**src/rtl/can_bt_pkg.sv**
```systemverilog
package can_bt_pkg;

  typedef enum logic [1:0] {
    SEG_SYNC = 2'd0,
    SEG_PH1  = 2'd1,
    SEG_PH2  = 2'd2
  } seg_e;

  // register field holding n means n+1 units
  function automatic int unsigned decode_q(input int unsigned field);
    return field + 32'd1;
  endfunction

  // legality of jump width against the second phase segment (both encoded)
  function automatic logic jump_fits(input int unsigned jump_f, input int unsigned ph2_f);
    return (jump_f <= ph2_f);
  endfunction

  // lengthening for an edge seen in first-phase quantum q_idx
  function automatic int unsigned lengthen_q(input int unsigned q_idx, input int unsigned jump);
    int unsigned err;
    err = q_idx + 32'd1;
    return (err < jump) ? err : jump;
  endfunction

  // shortening for an edge seen in second-phase quantum q_idx
  function automatic int unsigned shorten_q(input int unsigned q_idx, input int unsigned ph2_len,
                                            input int unsigned jump);
    int unsigned left;
    left = ph2_len - q_idx - 32'd1;
    return (left < jump) ? left : jump;
  endfunction

endpackage

```
**src/rtl/can_bt_cfg.sv**
```systemverilog
module can_bt_cfg
  import can_bt_pkg::*;
#(
  parameter int BRP_W = 6,
  parameter int PH1_W = 4,
  parameter int PH2_W = 3,
  parameter int SJW_W = 2
) (
  input  logic             clk,
  input  logic             rst,
  input  logic             load,
  input  logic [BRP_W-1:0] brp_in,
  input  logic [PH1_W-1:0] ph1_in,
  input  logic [PH2_W-1:0] ph2_in,
  input  logic [SJW_W-1:0] sjw_in,
  output logic [BRP_W-1:0] brp_q,
  output logic [PH1_W-1:0] ph1_q,
  output logic [PH2_W-1:0] ph2_q,
  output logic [SJW_W-1:0] sjw_q,
  output logic             bad_cfg
);

  assign bad_cfg = !jump_fits(32'(sjw_in), 32'(ph2_in));

  always_ff @(posedge clk) begin
    if (rst) begin
      brp_q <= brp_in;
      ph1_q <= ph1_in;
      ph2_q <= ph2_in;
      sjw_q <= bad_cfg ? SJW_W'(ph2_in) : sjw_in;
    end else if (load && !bad_cfg) begin
      brp_q <= brp_in;
      ph1_q <= ph1_in;
      ph2_q <= ph2_in;
      sjw_q <= sjw_in;
    end
  end


  act_legal_chk: assert property (@(posedge clk) disable iff (rst)
    32'(sjw_q) <= 32'(ph2_q));


  cfg_hold_chk: assert property (@(posedge clk) disable iff (rst)
    !load |=> $stable({brp_q, ph1_q, ph2_q, sjw_q}));

endmodule

```
**src/rtl/can_bt_prescaler.sv**
```systemverilog
module can_bt_prescaler #(
  parameter int BRP_W = 6
) (
  input  logic             clk,
  input  logic             rst,
  input  logic             restart,
  input  logic [BRP_W-1:0] brp_q,
  output logic             tq_tick,
  output logic [BRP_W-1:0] pre_cnt
);

  localparam logic [BRP_W-1:0] ONE_C = BRP_W'(1);

  assign tq_tick = (pre_cnt == brp_q) && !restart;

  always_ff @(posedge clk) begin
    if (rst || restart || tq_tick) pre_cnt <= '0;
    else                           pre_cnt <= pre_cnt + ONE_C;
  end


  pre_bound_chk: assert property (@(posedge clk) disable iff (rst)
    pre_cnt <= brp_q);

endmodule

```
**src/rtl/can_bt_seq.sv**
```systemverilog
module can_bt_seq
  import can_bt_pkg::*;
#(
  parameter int PH1_W = 4,
  parameter int PH2_W = 3,
  parameter int SJW_W = 2,
  parameter int CNT_W = 6
) (
  input  logic             clk,
  input  logic             rst,
  input  logic             hard_sync,
  input  logic             tq_tick,
  input  logic             bus_fall,
  input  logic [PH1_W-1:0] ph1_q,
  input  logic [PH2_W-1:0] ph2_q,
  input  logic [SJW_W-1:0] sjw_q,
  output seg_e             seg,
  output logic             sample_pt,
  output logic             bit_done,
  output logic             lengthen_ev,
  output logic             shorten_ev
);

  localparam logic [CNT_W-1:0] ONE_Q = CNT_W'(1);

  logic [CNT_W-1:0] q_cnt;
  logic [CNT_W-1:0] stretch_r, cut_r;
  logic             synced_r;
  logic [CNT_W-1:0] ph1_len, ph2_len, jump;
  logic [CNT_W-1:0] stretch_now, cut_now;
  logic             edge_ok, ph1_last, ph2_last;

  assign ph1_len = CNT_W'(decode_q(32'(ph1_q)));
  assign ph2_len = CNT_W'(decode_q(32'(ph2_q)));
  assign jump    = CNT_W'(decode_q(32'(sjw_q)));

  assign edge_ok     = bus_fall && !hard_sync && !synced_r && (seg != SEG_SYNC);
  assign lengthen_ev = edge_ok && (seg == SEG_PH1);
  assign shorten_ev  = edge_ok && (seg == SEG_PH2);

  assign stretch_now = lengthen_ev ? CNT_W'(lengthen_q(32'(q_cnt), 32'(jump))) : stretch_r;
  assign cut_now     = shorten_ev  ? CNT_W'(shorten_q(32'(q_cnt), 32'(ph2_len), 32'(jump)))
                                   : cut_r;

  assign ph1_last  = (seg == SEG_PH1) && (q_cnt == ph1_len + stretch_now - ONE_Q);
  assign ph2_last  = (seg == SEG_PH2) && (q_cnt == ph2_len - cut_now - ONE_Q);
  assign sample_pt = tq_tick && ph1_last;
  assign bit_done  = tq_tick && ph2_last;

  always_ff @(posedge clk) begin
    if (rst || hard_sync) begin
      seg       <= SEG_SYNC;
      q_cnt     <= '0;
      stretch_r <= '0;
      cut_r     <= '0;
      synced_r  <= 1'b0;
    end else begin
      if (edge_ok) begin
        synced_r  <= 1'b1;
        stretch_r <= stretch_now;
        cut_r     <= cut_now;
      end
      if (tq_tick) begin
        unique case (seg)
          SEG_SYNC: begin
            seg   <= SEG_PH1;
            q_cnt <= '0;
          end
          SEG_PH1: begin
            if (ph1_last) begin
              seg   <= SEG_PH2;
              q_cnt <= '0;
            end else begin
              q_cnt <= q_cnt + ONE_Q;
            end
          end
          SEG_PH2: begin
            if (ph2_last) begin
              seg       <= SEG_SYNC;
              q_cnt     <= '0;
              stretch_r <= '0;
              cut_r     <= '0;
              synced_r  <= 1'b0;
            end else begin
              q_cnt <= q_cnt + ONE_Q;
            end
          end
          default: begin
            seg   <= SEG_SYNC;
            q_cnt <= '0;
          end
        endcase
      end
    end
  end


  stretch_cap_chk: assert property (@(posedge clk) disable iff (rst)
    stretch_r <= jump);


  cut_cap_chk: assert property (@(posedge clk) disable iff (rst)
    cut_r < ph2_len);


  adj_once_chk: assert property (@(posedge clk) disable iff (rst)
    (synced_r && !hard_sync && !bit_done) |=> ($stable(stretch_r) && $stable(cut_r)));


  seg_valid_chk: assert property (@(posedge clk) disable iff (rst)
    seg != 2'd3);

endmodule

```
**src/rtl/can_bit_timer.sv**
```systemverilog
module can_bit_timer
  import can_bt_pkg::*;
#(
  parameter int BRP_W = 6,
  parameter int PH1_W = 4,
  parameter int PH2_W = 3,
  parameter int SJW_W = 2
) (
  input  logic             clk,
  input  logic             rst,
  input  logic             hard_sync,
  input  logic             bus_fall,
  input  logic [BRP_W-1:0] brp_cfg,
  input  logic [PH1_W-1:0] ph1_cfg,
  input  logic [PH2_W-1:0] ph2_cfg,
  input  logic [SJW_W-1:0] sjw_cfg,
  output logic             tq_tick,
  output logic [1:0]       seg_now,
  output logic             sample_stb,
  output logic             tx_stb,
  output logic             cfg_bad
);

  localparam int SEG_MAXW = (PH1_W > PH2_W) ? PH1_W : PH2_W;
  localparam int CNT_W    = ((SEG_MAXW > SJW_W) ? SEG_MAXW : SJW_W) + 2;

  logic [BRP_W-1:0] brp_q;
  logic [PH1_W-1:0] ph1_q;
  logic [PH2_W-1:0] ph2_q;
  logic [SJW_W-1:0] sjw_q;
  logic [BRP_W-1:0] pre_cnt;
  logic             reload_evt, bit_done, sample_pt, lengthen_ev, shorten_ev;
  seg_e             seg_q;

  assign reload_evt = bit_done || hard_sync;

  can_bt_cfg #(
    .BRP_W(BRP_W), .PH1_W(PH1_W), .PH2_W(PH2_W), .SJW_W(SJW_W)
  ) u_cfg (
    .clk    (clk),
    .rst    (rst),
    .load   (reload_evt),
    .brp_in (brp_cfg),
    .ph1_in (ph1_cfg),
    .ph2_in (ph2_cfg),
    .sjw_in (sjw_cfg),
    .brp_q  (brp_q),
    .ph1_q  (ph1_q),
    .ph2_q  (ph2_q),
    .sjw_q  (sjw_q),
    .bad_cfg(cfg_bad)
  );

  can_bt_prescaler #(.BRP_W(BRP_W)) u_pre (
    .clk    (clk),
    .rst    (rst),
    .restart(hard_sync),
    .brp_q  (brp_q),
    .tq_tick(tq_tick),
    .pre_cnt(pre_cnt)
  );

  can_bt_seq #(
    .PH1_W(PH1_W), .PH2_W(PH2_W), .SJW_W(SJW_W), .CNT_W(CNT_W)
  ) u_seq (
    .clk        (clk),
    .rst        (rst),
    .hard_sync  (hard_sync),
    .tq_tick    (tq_tick),
    .bus_fall   (bus_fall),
    .ph1_q      (ph1_q),
    .ph2_q      (ph2_q),
    .sjw_q      (sjw_q),
    .seg        (seg_q),
    .sample_pt  (sample_pt),
    .bit_done   (bit_done),
    .lengthen_ev(lengthen_ev),
    .shorten_ev (shorten_ev)
  );

  assign seg_now    = seg_q;
  assign sample_stb = sample_pt;
  assign tx_stb     = (seg_q == SEG_SYNC) && (pre_cnt == '0);


  hs_restart_chk: assert property (@(posedge clk) disable iff (rst)
    hard_sync |=> (tx_stb && seg_now == 2'd0));


  sample_then_ph2_chk: assert property (@(posedge clk) disable iff (rst)
    sample_stb |=> (seg_now == 2'd2));


  strobe_excl_chk: assert property (@(posedge clk) disable iff (rst)
    $onehot0({sample_stb, tx_stb, lengthen_ev && shorten_ev}));


  bit_end_chk: assert property (@(posedge clk) disable iff (rst)
    (bit_done && !hard_sync) |=> tx_stb);

endmodule

```
**config.mk**
```make
export PLATFORM = sky130hd
export DESIGN_NAME = can_bit_timer
export DESIGN_NICKNAME = d
export VERILOG_FILES = /design/src/rtl/can_bt_pkg.sv /design/src/rtl/can_bt_cfg.sv /design/src/rtl/can_bt_prescaler.sv /design/src/rtl/can_bt_seq.sv /design/src/rtl/can_bit_timer.sv
export SDC_FILE = /design/constraint.sdc
export NUM_CORES = 1
export LEC_CHECK = 0
export BUFFER_PORTS_ARGS = -buffer_cell sky130_fd_sc_hd__buf_2
export CELL_PAD_IN_SITES_DETAIL_PLACEMENT = 1
export CELL_PAD_IN_SITES_GLOBAL_PLACEMENT = 1
export CORE_AREA = 10 10 81 118
export CTS_CLUSTER_DIAMETER = 40
export DETAILED_ROUTE_END_ITERATION = 7
export DIE_AREA = 0 0 91 128
export GPL_ROUTABILITY_DRIVEN = 0
export HOLD_SLACK_MARGIN = 0.05
export PLACE_DENSITY_LB_ADDON = 0.3
export SYNTH_ARGS = -nofsm -noshare
export SYNTH_HDL_FRONTEND = slang
export SYNTH_SLANG_ARGS = --single-unit
export TNS_END_PERCENT = 10
```
**constraint.sdc**
```tcl
create_clock -name clk -period 9 [get_ports clk]
set_input_delay 2.7 -clock clk [delete_from_list [all_inputs] [get_ports clk]]
set_output_delay 2.7 -clock clk [all_outputs]
set_load 0.01 [all_outputs]
```
==> metrics.yaml <==
status:
  status: "finished, final reports clean"
final_layout:
  drive_above_1_share: 0.131
  final_cells: 498
  diodes: 0
  stdcell_area_mm2: 0.00375
  final_nets: 455
  final_util: 0.499
  fill_cells: 919
  syn_to_final_growth_pct: 10.3
drt:
  first_pass_iters: 4
  drc: 0
  drtIter0Drc: 97
  drt-total-wl_mm: 9.11
  ant_nets: 0
  via_count: 2837
  routedWlPerCell_um: 18.3
  viasPerCell: 5.70
placement:
  place_ws_ns: 0.425
  io_buffers: 24
  dp_hpwl_mm: 7.50
  dp_cells: 490
  place_area_mm2: 0.00361
power_and_ir_drop:
  p_comb_frac: 0.394
  max-vdd-ir-drop_mv: 0.130
  fin_total_pwr_uw: 648
  p_sw_uw: 227
  switching_share: 0.351
  internal_power_uw: 421
  power.density_mw_per_mm2: 173
  p_seq_frac: 0.333
  clkPwrFrac: 0.273
  leakage_nw: 1.52
sta:
  setup_viol: 0
  worst_slack_ns: 0.430
  hold_viol_final: 0
  hold_slack_ns: 0.439
  period_needed_ns: 8.57
  worst_pin_slew_ns: 0.852
  fin_skew_ns: 0.00479
  final.period_utilization: 0.952
  slew_headroom: 0.431
  finalSetupTns_ns: 0
  rsz0062_at_grt: "false"
  maxSlewViolCount: 0
  fmax_mhz: 117
grt:
  grt_antenna_before_repair: 0
  grt_first_pass_wirelength_mm: 15.2
  grt_pass1_vias: 3087
  grt_max_degree: 20
  grt_use_total: 0.162
  grt_overflow: 0
synthesis:
  netlist_instances: 371
  syn_nets: 431
  synth_top_flop_cell: "dfxtp_1"
  synth_edf_count: 15
  synth_area_leaders: "dfxtp_1 (16%), ha_1 (14%), edfxtp_1 (13%)"
  yosysMostFrequentCell: "ha_1"
  ys_top_cells_by_count: "ha_1 (38), inv_1 (35), nor2_1 (29)"
  yosysTopAreaCell: "dfxtp_1"
  syn_area_per_cell_um2: 9.17
  synthArstFlopShare: 0
  synth_seq_cells: 42
  yosys_warnings: 0
  yosysTopAreaCellShare: 0.159
  ys_types: 62
  yosysSeqAreaShare: 0.291
  synthesis.area_mm2: 0.00340
die:
  die_y_um: 128
  core_area_mm2: 0.00751
  start_util: 0.453
  rows: 39
  die_x_um: 91
  io_pins: 25
  die-area_mm2: 0.0116
setup_path:
  worstPathMaxFanout: 8
  arrival_ns: 5.87
  cp.depth: 15
  end_kind: "output pin"
  cp_cell_sequence: "buf_2 > nor4b_4 > nand2_1 > nor2_1 > a21oi_1 > ha_1 > inv_1 > ha_1 > fa_1 > a21o_1 > a21oi_2 > xnor3_1 > nor4_1 > and2_1 > buf_2"
  reg2regPathDepth: 24
  slowest_delay_ns: 0.41
  worst_setup_path_start_kind: "primary input"
  critPathRequiredTime_ns: 6.30
  crit_type: "in2out"
  crit_family: "simple AND/OR/NAND/NOR gates"
  critPathBufInv: 3
  crit_slowest_cell: "fa_1"
clocking:
  root_buffer: "clkbuf_16"
  cts_resized: 0
  holdBufCountCts: 0
  clkLatencyLatePin_ns: 0.29
  clockBufferDepth: 2
  cts_sinks: 42
  cts_setup_buffers: 0
  cts_tree: "built"
  cts_max_level: 2
  numCtsBuffers: 5
  path_clk_slew_ns: 0.06
min_path:
  whs_path_depth: 2
  hold_path.class: "reg2reg"
run:
  maxCapViolations: 0
[path summary, 6_finish.rpt]
check / from / end / slack (ns)
worst max register to register: u_cfg.ph2_q[0]$_DFFE_PP_ / u_cfg.ph1_q[3]$_DFFE_PP_ / 1.70
worst min register to register: u_seq.cut_r[5]$_SDFF_PP0_ / u_seq.cut_r[5]$_SDFF_PP0_ / 0.44
worst min-delay path: u_seq.cut_r[5]$_SDFF_PP0_ / u_seq.cut_r[5]$_SDFF_PP0_ / 0.44
worst max-delay path: hard_sync / sample_stb / 0.43
[cell families (layout without fill, tap and decap cells)]
logic type / count (synthesis) / after routing / share of synthesized area
buffers and inverters: 46 / 71 / 0.0585
and+or+nand+nor: 124 / 124 / 0.202
DFF: 42 / 42 / 0.291
muxes: 2 / 2 / 0.00625
xor gates and xnor gates: 37 / 37 / 0.113
adders and majority gates: 41 / 41 / 0.157
AOI/OAI and AO/OA: 79 / 79 / 0.172
[cell type report]
cell class | instances | area (um^2) | share of cell area
clock inverter | 2 | 13.8 | 0.00367
sequential | 42 | 991 | 0.264
tap | 102 | 128 | 0.0340
timing repair buffer | 27 | 143 | 0.0380
multi-input combinational | 283 | 2210 | 0.590
inverter | 36 | 135 | 0.0360
clock buffer | 6 | 129 | 0.0343
[tightest hold or removal path: stages (launching register included)]
cell,delay (ns)
dfxtp_1,0.31
nand2_1,0.05
nor2_1,0.04
[per-layer routing]
layer | up-vias | track usage | routed length [um]
met5 | - | 0 | 0
met4 | 0 | 0.103 | 495
met3 | 25 | 0.0205 | 162
met2 | 41 | 0.313 | 5030
met1 | 1379 | 0.158 | 3420
li1 | 1392 | - | -
[placed cells by master, fill, tap and decap left out, types with 4 or more instances in the layout]
master,count
a211oi_1,4
a21boi_1,4
a21oi_1,15
a31oi_1,4
and2_1,7
and3_1,8
buf_2,24
clkbuf_16,5
dfxtp_1,27
edfxtp_1,15
ha_1,38
inv_1,35
nand2_1,28
nand3_1,16
nor2_1,29
nor2b_1,4
nor3_1,6
nor4_1,4
o2111ai_1,7
o211ai_1,5
o21ai_0,8
o21ai_1,4
o221ai_1,6
xnor2_1,19
xor2_1,14
[power by group through the flow]
| stage | Clock (mW) | Sequential, mW | Combinational, mW |
|---|---|---|---|
| 2_1_floorplan | 0 | 0.217 | 0.198 |
| 6_report | 0.177 | 0.215 | 0.256 |
| 5_1_grt | 0.190 | 0.216 | 0.288 |
| 3_3_place_gp | 0 | 0.219 | 0.244 |
| 4_1_cts | 0.182 | 0.216 | 0.258 |
| 3_5_place_dp | 0 | 0.220 | 0.257 |
[flip-flops by register name, summed over array words and instances, names as in the netlist]
signal           cells
u_seq.seg            2
u_seq.q_cnt          6
u_cfg.ph2_q          3
u_seq.stretch_r      6
u_cfg.sjw_q          2
u_pre.pre_cnt        6
u_cfg.ph1_q          4
u_seq.cut_r          6
u_seq.synced_r       1
u_cfg.brp_q          6
Note: power is estimated with default switching activity, not from simulation.
